$ cat src/rtl/sclk_gen_pkg.sv
package sclk_gen_pkg;
    localparam int NUM_SRC = 5;
    localparam logic [2:0] SRC_INT_A = 3'd0;
    localparam logic [2:0] SRC_INT_B = 3'd1;
    localparam logic [2:0] SRC_PIN   = 3'd2;
    localparam logic [2:0] SRC_SOFT  = 3'd3;
    localparam logic [2:0] SRC_TIMER = 3'd4;

    typedef enum logic [1:0] {
        ST_HOLD       = 2'd0,
        ST_PARK       = 2'd1,
        ST_LEAD_WAIT  = 2'd2,
        ST_TRAIL_WAIT = 2'd3
    } gate_state_e;
endpackage

$ cat src/rtl/sclk_sync.sv
module sclk_sync #(
    parameter int W      = 5,
    parameter int STAGES = 2
) (
    input  logic         clk,
    input  logic         rst_n,
    input  logic [W-1:0] d,
    output logic [W-1:0] q
);
    logic [W-1:0] stg [STAGES];

    for (genvar g = 0; g < STAGES; g++) begin : g_stage
        if (g == 0) begin : g_first
            always_ff @(posedge clk or negedge rst_n) begin
                if (!rst_n) stg[0] <= '0;
                else        stg[0] <= d;
            end
        end else begin : g_next
            always_ff @(posedge clk or negedge rst_n) begin
                if (!rst_n) stg[g] <= '0;
                else        stg[g] <= stg[g-1];
            end
        end
    end

    assign q = stg[STAGES-1];
endmodule

$ cat src/rtl/sclk_src_mux.sv
module sclk_src_mux
    import sclk_gen_pkg::*;
#(
    parameter int SEL_W = 3
) (
    input  logic               clk,
    input  logic               rst_n,
    input  logic [NUM_SRC-1:0] src_lvl,
    input  logic [SEL_W-1:0]   sel,
    output logic               src_rise
);
    logic cur_lvl;
    logic prev_lvl;

    always_comb begin
        case (3'(sel))
            SRC_INT_A: cur_lvl = src_lvl[0];
            SRC_INT_B: cur_lvl = src_lvl[1];
            SRC_PIN:   cur_lvl = src_lvl[2];
            SRC_SOFT:  cur_lvl = src_lvl[3];
            SRC_TIMER: cur_lvl = src_lvl[4];
            default:   cur_lvl = 1'b0;
        endcase
    end

    always_ff @(posedge clk or negedge rst_n) begin
        if (!rst_n) prev_lvl <= 1'b0;
        else        prev_lvl <= cur_lvl;
    end

    assign src_rise = cur_lvl & ~prev_lvl;
endmodule

$ cat src/rtl/sclk_divider.sv
module sclk_divider #(
    parameter int DIV_W = 3
) (
    input  logic             clk,
    input  logic             rst_n,
    input  logic             clr,
    input  logic             src_rise,
    input  logic [DIV_W-1:0] ratio,
    output logic             tick
);
    localparam int CNT_W = (1 << DIV_W) - 1;

    logic [CNT_W-1:0] cnt;
    logic [CNT_W:0]   span;
    logic [CNT_W:0]   last;

    assign span = (CNT_W+1)'(1) << ratio;
    assign last = span - (CNT_W+1)'(1);
    assign tick = src_rise && !clr && (cnt == last[CNT_W-1:0]);

    always_ff @(posedge clk or negedge rst_n) begin
        if (!rst_n)        cnt <= '0;
        else if (clr)      cnt <= '0;
        else if (src_rise) cnt <= tick ? '0 : cnt + 1'b1;
    end
endmodule

$ cat src/rtl/sclk_gate_fsm.sv
module sclk_gate_fsm
    import sclk_gen_pkg::*;
(
    input  logic clk,
    input  logic rst_n,
    input  logic soft_rst,
    input  logic flag_pend,
    input  logic lead_ev,
    input  logic trail_ev,
    input  logic cpha,
    output logic lvl_active,
    output logic div_clr,
    output logic shift_stb,
    output logic sample_stb
);
    gate_state_e state_q, state_d;
    logic lead_go, trail_go;

    always_ff @(posedge clk or negedge rst_n) begin
        if (!rst_n) state_q <= ST_HOLD;
        else        state_q <= state_d;
    end

    always_comb begin
        state_d = state_q;
        if (soft_rst) begin
            state_d = ST_HOLD;
        end else begin
            unique case (state_q)
                ST_HOLD:       state_d = ST_PARK;
                ST_PARK:       if (!flag_pend) state_d = ST_LEAD_WAIT;
                ST_LEAD_WAIT:  if (flag_pend)  state_d = ST_PARK;
                               else if (lead_ev) state_d = ST_TRAIL_WAIT;
                ST_TRAIL_WAIT: if (trail_ev)
                                   state_d = flag_pend ? ST_PARK : ST_LEAD_WAIT;
            endcase
        end
    end

    always_comb begin
        lead_go    = (state_q == ST_LEAD_WAIT) && !soft_rst && !flag_pend && lead_ev;
        trail_go   = (state_q == ST_TRAIL_WAIT) && !soft_rst && trail_ev;
        lvl_active = (state_q == ST_TRAIL_WAIT);
        div_clr    = (state_q == ST_HOLD) || (state_q == ST_PARK) || soft_rst;
        shift_stb  = cpha ? trail_go : lead_go;
        sample_stb = cpha ? lead_go  : trail_go;
    end
endmodule

$ cat src/rtl/sclk_gen.sv
module sclk_gen
    import sclk_gen_pkg::*;
#(
    parameter int SEL_W       = 3,
    parameter int DIV_W       = 3,
    parameter int SYNC_STAGES = 2
) (
    input  logic             clk,
    input  logic             rst_n,
    input  logic             soft_rst,
    input  logic             int_clk_a,
    input  logic             int_clk_b,
    input  logic             pin_clk_in,
    input  logic             soft_clk,
    input  logic             timer_out,
    input  logic [SEL_W-1:0] src_sel,
    input  logic [DIV_W-1:0] div_sel,
    input  logic             cpol,
    input  logic             cpha,
    input  logic             master,
    input  logic             done_flag,
    input  logic             start_flag,
    output logic             shift_stb,
    output logic             sample_stb,
    output logic             pin_clk_out,
    output logic             pin_clk_oe
);
    logic [NUM_SRC-1:0] src_raw, src_lvl;
    logic src_rise, div_tick, div_clr, lvl_active;
    logic pin_act, pin_act_q;
    logic lead_ev, trail_ev, flag_pend;

    assign src_raw   = {timer_out, soft_clk, pin_clk_in, int_clk_b, int_clk_a};
    assign flag_pend = done_flag | start_flag;

    sclk_sync #(.W(NUM_SRC), .STAGES(SYNC_STAGES)) u_sync (
        .clk(clk), .rst_n(rst_n), .d(src_raw), .q(src_lvl)
    );

    sclk_src_mux #(.SEL_W(SEL_W)) u_mux (
        .clk(clk), .rst_n(rst_n), .src_lvl(src_lvl), .sel(src_sel), .src_rise(src_rise)
    );

    sclk_divider #(.DIV_W(DIV_W)) u_div (
        .clk(clk), .rst_n(rst_n), .clr(div_clr), .src_rise(src_rise),
        .ratio(div_sel), .tick(div_tick)
    );

    assign pin_act = src_lvl[2] ^ cpol;

    always_ff @(posedge clk or negedge rst_n) begin
        if (!rst_n) pin_act_q <= 1'b0;
        else        pin_act_q <= pin_act;
    end

    assign lead_ev  = master ? div_tick : (pin_act & ~pin_act_q);
    assign trail_ev = master ? div_tick : (~pin_act & pin_act_q);

    sclk_gate_fsm u_fsm (
        .clk(clk), .rst_n(rst_n), .soft_rst(soft_rst), .flag_pend(flag_pend),
        .lead_ev(lead_ev), .trail_ev(trail_ev), .cpha(cpha),
        .lvl_active(lvl_active), .div_clr(div_clr),
        .shift_stb(shift_stb), .sample_stb(sample_stb)
    );

    assign pin_clk_out = lvl_active ^ cpol;
    assign pin_clk_oe  = master & ~done_flag & ~soft_rst;
endmodule

$ cat config.mk
export PLATFORM = sky130hd
export DESIGN_NAME = sclk_gen
export DESIGN_NICKNAME = d
export VERILOG_FILES = /design/src/rtl/sclk_gen_pkg.sv /design/src/rtl/sclk_sync.sv /design/src/rtl/sclk_src_mux.sv /design/src/rtl/sclk_divider.sv /design/src/rtl/sclk_gate_fsm.sv /design/src/rtl/sclk_gen.sv
export SDC_FILE = /design/constraint.sdc
export NUM_CORES = 1
export LEC_CHECK = 0
export ABC_AREA = 0
export BUFFER_PORTS_ARGS = -buffer_cell sky130_fd_sc_hd__buf_2
export CORE_UTILIZATION = 53
export DETAILED_ROUTE_END_ITERATION = 10
export HOLD_SLACK_MARGIN = 0.15
export PLACE_DENSITY = 0.83
export RECOVER_POWER = 25
export SYNTH_ARGS = -nofsm -noshare
export SYNTH_HDL_FRONTEND = slang
export SYNTH_HIERARCHICAL = 1
export SYNTH_SLANG_ARGS = --single-unit
$ cat constraint.sdc
create_clock -name clk -period 3.7 [get_ports clk]
set_input_delay 0.555 -clock clk [delete_from_list [all_inputs] [get_ports clk]]
set_output_delay 0.555 -clock clk [all_outputs]
set_load 0.05 [all_outputs]
### Word level (Yosys, flattened, before mapping)

Index checks and enable logic that the tools add are counted.

* bits in registers: 21
* output and inout port bits: 4
* input port bits: 19

* add/sub/neg operators: 2
* bitwise gates (word level): 13
* shifts and indexed selects: 1
* equality and inequality tests: 11
* mux-type cells: 15
* reduce and logical (&&, ||, !) cells: 16

Operators by type and width (count)
* 2-to-1 mux 7 bit: 3
* 2-to-1 mux 2 bit: 6
* case mux 2 bit (4 select lines): 1
* adder 7 x 1 -> 7 bit (second input constant): 1
* equality test 7 bit: 1
* logical AND 1 bit: 7
* left shift 1 x 3 -> 7 bit (first input constant): 1
* subtractor 7 x 1 -> 7 bit (second input constant): 1
* equality test 3 x 2 -> 1 bit (second input constant): 2
* AND 1 bit: 5
* NOT 1 bit: 5
* case mux 1 bit (5 select lines): 1
* equality test 2 bit (second input constant): 2
* 2-to-1 mux 1 bit: 4
* != test 4 x 2 -> 1 bit (second input constant): 1
* equality test 3 x 1 -> 1 bit (second input constant): 1
* equality test 3 bit (second input constant): 1
* logical NOT 1 bit: 3
* logical NOT 3 bit: 1
* != test 3 x 2 -> 1 bit (second input constant): 1
* != test 3 bit (second input constant): 1
* AND reduction 3 bit: 1
* equality test 2 x 1 -> 1 bit (second input constant): 1
* logical NOT 2 bit: 1
* other kinds (4): 6

### Longest topological paths before layout

* depth after elaboration: 11
* gate-level depth with buffers: 10

### Cells and area by module

Netlist, hierarchy kept.

By module, submodules not included
* sclk_divider: sequential area each 175.2 um^2, cells each 55, instances 1, area an instance 533.0 um^2
* sclk_sync: sequential area each 250.2 um^2, cells each 15, instances 1, area an instance 287.8 um^2
* sclk_gate_fsm: sequential area each 50.0 um^2, cells each 18, instances 1, area an instance 157.7 um^2
* sclk_gen: sequential area each 25.0 um^2, cells each 10, instances 1, area an instance 83.8 um^2
* sclk_src_mux: sequential area each 25.0 um^2, cells each 9, instances 1, area an instance 80.1 um^2

### Worst setup path before layout

OpenSTA, ideal clock, no wires.

* kind: input-to-output
* start: in div_sel[2]
* end: out shift_stb
* stages on the path: 9
* arrival: 3.207 ns
* path buffers: 1
* path slack: -0.062 ns
* cells stage by stage: buf_6 > or3_1 > nor3_1 > a311oi_1 > a211o_4 > nor3b_1 > a22o_1 > or4b_1 > a21oi_1

* word-level cells in the longest chain between the ends: 7
* elaborated cells between the ends (all ways): 9
* those cells by class: add/sub: 1; eq/ne: 1; shift: 1; mux: 3; reduce/logical: 3

Ends and longest elaborated chain
* from (decl): RTL line sclk_gen.sv:17 `input logic [DIV_W-1:0] div_sel,`
* left shift 1 x 3 -> 7 bit: RTL line sclk_divider.sv:17 `assign span = (CNT_W+1)'(1) << ratio;`
* subtractor 7 x 1 -> 7 bit: RTL line sclk_divider.sv:18 `assign last = span - (CNT_W+1)'(1);`
* equality test 7 bit: RTL line sclk_divider.sv:19 `assign tick = src_rise && !clr && (cnt == last[CNT_W-1:0]);`
* logical AND 1 bit: RTL line sclk_divider.sv:19
* via div_tick: RTL line sclk_gen.sv:29 `logic src_rise, div_tick, div_clr, lvl_active;`
* 2-to-1 mux 1 bit: RTL line sclk_gen.sv:56 `assign lead_ev = master ? div_tick : (pin_act & ~pin_act_q);`
* via lead_ev: RTL line sclk_gen.sv:31 `logic lead_ev, trail_ev, flag_pend;`
* logical AND 1 bit: RTL line sclk_gate_fsm.sv:41 `lead_go = (state_q == ST_LEAD_WAIT) && !soft_rst && !flag_pend && lead_ev;`
* 2-to-1 mux 1 bit: RTL line sclk_gate_fsm.sv:45 `shift_stb = cpha ? trail_go : lead_go;`
* to (decl): RTL line sclk_gen.sv:23 `output logic shift_stb,`

The timed path passes the listed nets, and every way through them passes these cells.

### Worst setup path after layout

* start: reg u_div.cnt[3]
* end: out shift_stb

* word-level cells in the longest chain between the ends: 5
* elaborated cells between the ends (all ways): 7
* those cells by class: eq/ne: 1; mux: 3; reduce/logical: 3

Ends and longest elaborated chain
* from (decl): RTL line sclk_divider.sv:13 `logic [CNT_W-1:0] cnt;`
* from (signal assigned): RTL line sclk_divider.sv:24 `else if (src_rise) cnt <= tick ? '0 : cnt + 1'b1;`
* equality test 7 bit: RTL line sclk_divider.sv:19
* logical AND 1 bit: RTL line sclk_divider.sv:19
* via div_tick: RTL line sclk_gen.sv:29
* 2-to-1 mux 1 bit: RTL line sclk_gen.sv:56
* via lead_ev: RTL line sclk_gen.sv:31
* logical AND 1 bit: RTL line sclk_gate_fsm.sv:41
* 2-to-1 mux 1 bit: RTL line sclk_gate_fsm.sv:45

The timed path passes the listed nets, and every way through them passes these cells.

==> reports/results.ini <==
[floorplanning]
start_util_pct = 57.1
rows = 16
io_pins = 23
die_area_mm2 = 0.00234
die_w_um = 48.4
die_y_um = 48.4
coreArea_mm2 = 0.00200

[timing]
finalMaxSlewViolations = 0
period_share_pct = 96.5
slew_headroom_pct = 30.4
rsz0062_at_grt = no
worst_pin_slew_ns = 1.04
hold_viol = 0
min_period_ns = 3.57
clock_skew_ns = 0.00195
max_clock_freq_mhz = 280
tns_ns = 0
setup_ws_ns = 0.128
setup_viol = 0

[power_and_ir_drop]
power.density_mw_per_mm2 = 321
power.leakage_nw = 0.550
ir_drop_uv = 277

[setup_path]
path_cells = or3_1 > nor3_1 > a311oi_1 > a211o_4 > nor3b_2 > a22o_1 > or4b_1 > a21oi_2 > buf_6
slowest_stage = or4b_1
path_class = register to primary output
startpoint_type = register
critPathTopFamily = simple AND/OR/NAND/NOR gates
end_kind = primary output
crit_buf_inv = 1
cp_max_fo = 8
startpoint = u_div/cnt[3]
crit_path_max_incr_delay_ns = 0.48
critPathArrivalTime_ns = 3.02
crit_required_ns = 3.14
rr_startpoint = u_div/cnt[3]

[grt]
grt_start_max_net_pins = 22
grt_first_pass_wirelength_um = 3830
grt_antenna_before_repair = 0
grt-ovfl-total = 0
grt_pass1_vias = 915
track_usage_pct = 20.8

[placement]
gp_congestion = 0.868
place_ws_ns = 0.0712
dp.final_hpwl_um = 1510
dp_cells = 146
port_buffers = 22

[hold_path]
min_from = pin_clk_in
hold_path_class = primary input to register

[logic_synthesis]
ys_seq_area_share_pct = 46.0
synth_area_mm2 = 0.00114
yosys_most_used_dff = dfrtp_1
synth-seq-cells = 21
yosysUniqueCellTypes = 40
synth_nets = 127
postSynthCellCount = 107
ys_async_sr_fraction_pct = 100
syn_area_per_cell_um2 = 10.7
yosys_warnings = 6
synth_edf_count = 0

[route]
routed_wl_um = 2070
first_pass_iters = 4
via_per_inst = 5.94
ant_nets = 0
wire_per_inst_um = 13.8
vias = 891
drt_iter0_drc = 15
drc = 0

[clock_network]
cts_hold_buf = 0
clk_latency_ns = 0.30
htreeDepth = 1
clock_tree.root_cell = clkbuf_4
clockBufferDepth = 2
cts_tree = built
cts_buffers = 3
clk_pin_slew_ns = 0.12
cts_sinks = 21

[finish]
drive_gt1_share_pct = 26.8
antenna_cells = 0
nNetsFinal = 144
fill_cells = 175
final_cell_mix = buf_2, dfrtp_1, nand3_1, a32o_1, nand2_1
instances_no_fill = 150
syn2layout_area_growth_pct = 10.3

[run]
max_cap_viol_count = 0

[outcome]
outcome = completed

[through the flow]
stage | power (mW) | hold WS, ns | instance area, um2 | util, %
floorplan | 0.280 | 0.259 | 1150 | -
global placement | 0.294 | 0.332 | 1220 | 60.8
detailed placement | 0.296 | 0.336 | 1220 | 60.8
CTS | 0.407 | 0.184 | 1250 | 62.4
global route | 0.423 | 0.327 | 1260 | 62.9
finish | 0.404 | 0.347 | 1260 | 62.9
[path summary, 6_finish.rpt]
check,endpoint,slack (ns),cells past startpoint
worst max-delay path,shift_stb,0.13,9
worst min-delay path,u_sync/stg[7],0.35,1
worst max register to register,u_fsm/state_q[0],1.38,8
worst min register to register,u_sync/q[1],0.36,0
max in group asynchronous,u_div/cnt[3],2.61,1
min in group asynchronous,u_div/cnt[2],0.40,1
[synthesized netlist by cell type (2+ instances only)]
master | n | area [um2]
and3_1 | 2 | 12.5
a311oi_1 | 2 | 17.5
dfrtp_1 | 21 | 526
xor2_1 | 4 | 35.0
or3_1 | 3 | 18.8
nor3_1 | 2 | 10.0
buf_4 | 7 | 52.6
nand3b_1 | 4 | 30.0
nand2b_1 | 3 | 18.8
nor3b_1 | 4 | 30.0
nand2_1 | 5 | 18.8
nand3_1 | 8 | 40.0
nor2_1 | 4 | 15.0
a21oi_1 | 4 | 20.0
a32o_1 | 6 | 60.1
xnor2_1 | 3 | 26.3
mux2i_1 | 2 | 20.0
[metal layers]
metal	track usage [%]	share of wire, %
met4	8.33	0
met5	0	0
met2	36.6	51
met3	4.09	3.6
met1	25.0	45
[cell type report]
class                      instances  area, um2  share of cell area [%]
multi-input combinational         75        551                    43.7
sequential                        21        527                    41.8
timing repair buffer              22        115                    9.14
tap                               27       33.8                    2.68
clock buffer                       3       22.5                    1.79
clock inverter                     1       7.51                   0.596
inverter                           1       3.75                   0.298
[logic make-up (layout without fill, tap and decap cells)]
kind of cell	after synthesis	count (layout)	synth area share (%)
mux	3	3	2.74
fa+ha+maj	1	1	1.10
xor+xnor	7	7	5.37
compound gates	22	22	16.2
flops	21	21	46.0
buf+inv	11	27	6.68
simple gates	42	42	21.9
[power breakdown]
part	internal [mW]	switching (mW)	total, mW	leakage, nW
Combinational	0.0205	0.0283	0.0489	0.273
Clock	0.0412	0.0707	0.112	0.0139
Sequential	0.238	0.00489	0.243	0.263
Total	0.300	0.104	0.404	0.550
[sequential cells by signal (all words and copies together) (netlist names)]
register,count
u_sync/q,5
u_mux/prev_lvl,1
u_sync/stg,5
u_div/cnt,7
pin_act_q,1
u_fsm/state_q,2
[repair_timing]
item,in CTS,in global routing
resized for setup,1,4
endpoints found under the setup margin,1,2
hold endpoints to repair,0,0
pin swaps,0,0
setup buffers,0,0
Note: power is estimated with default switching activity, not from simulation.
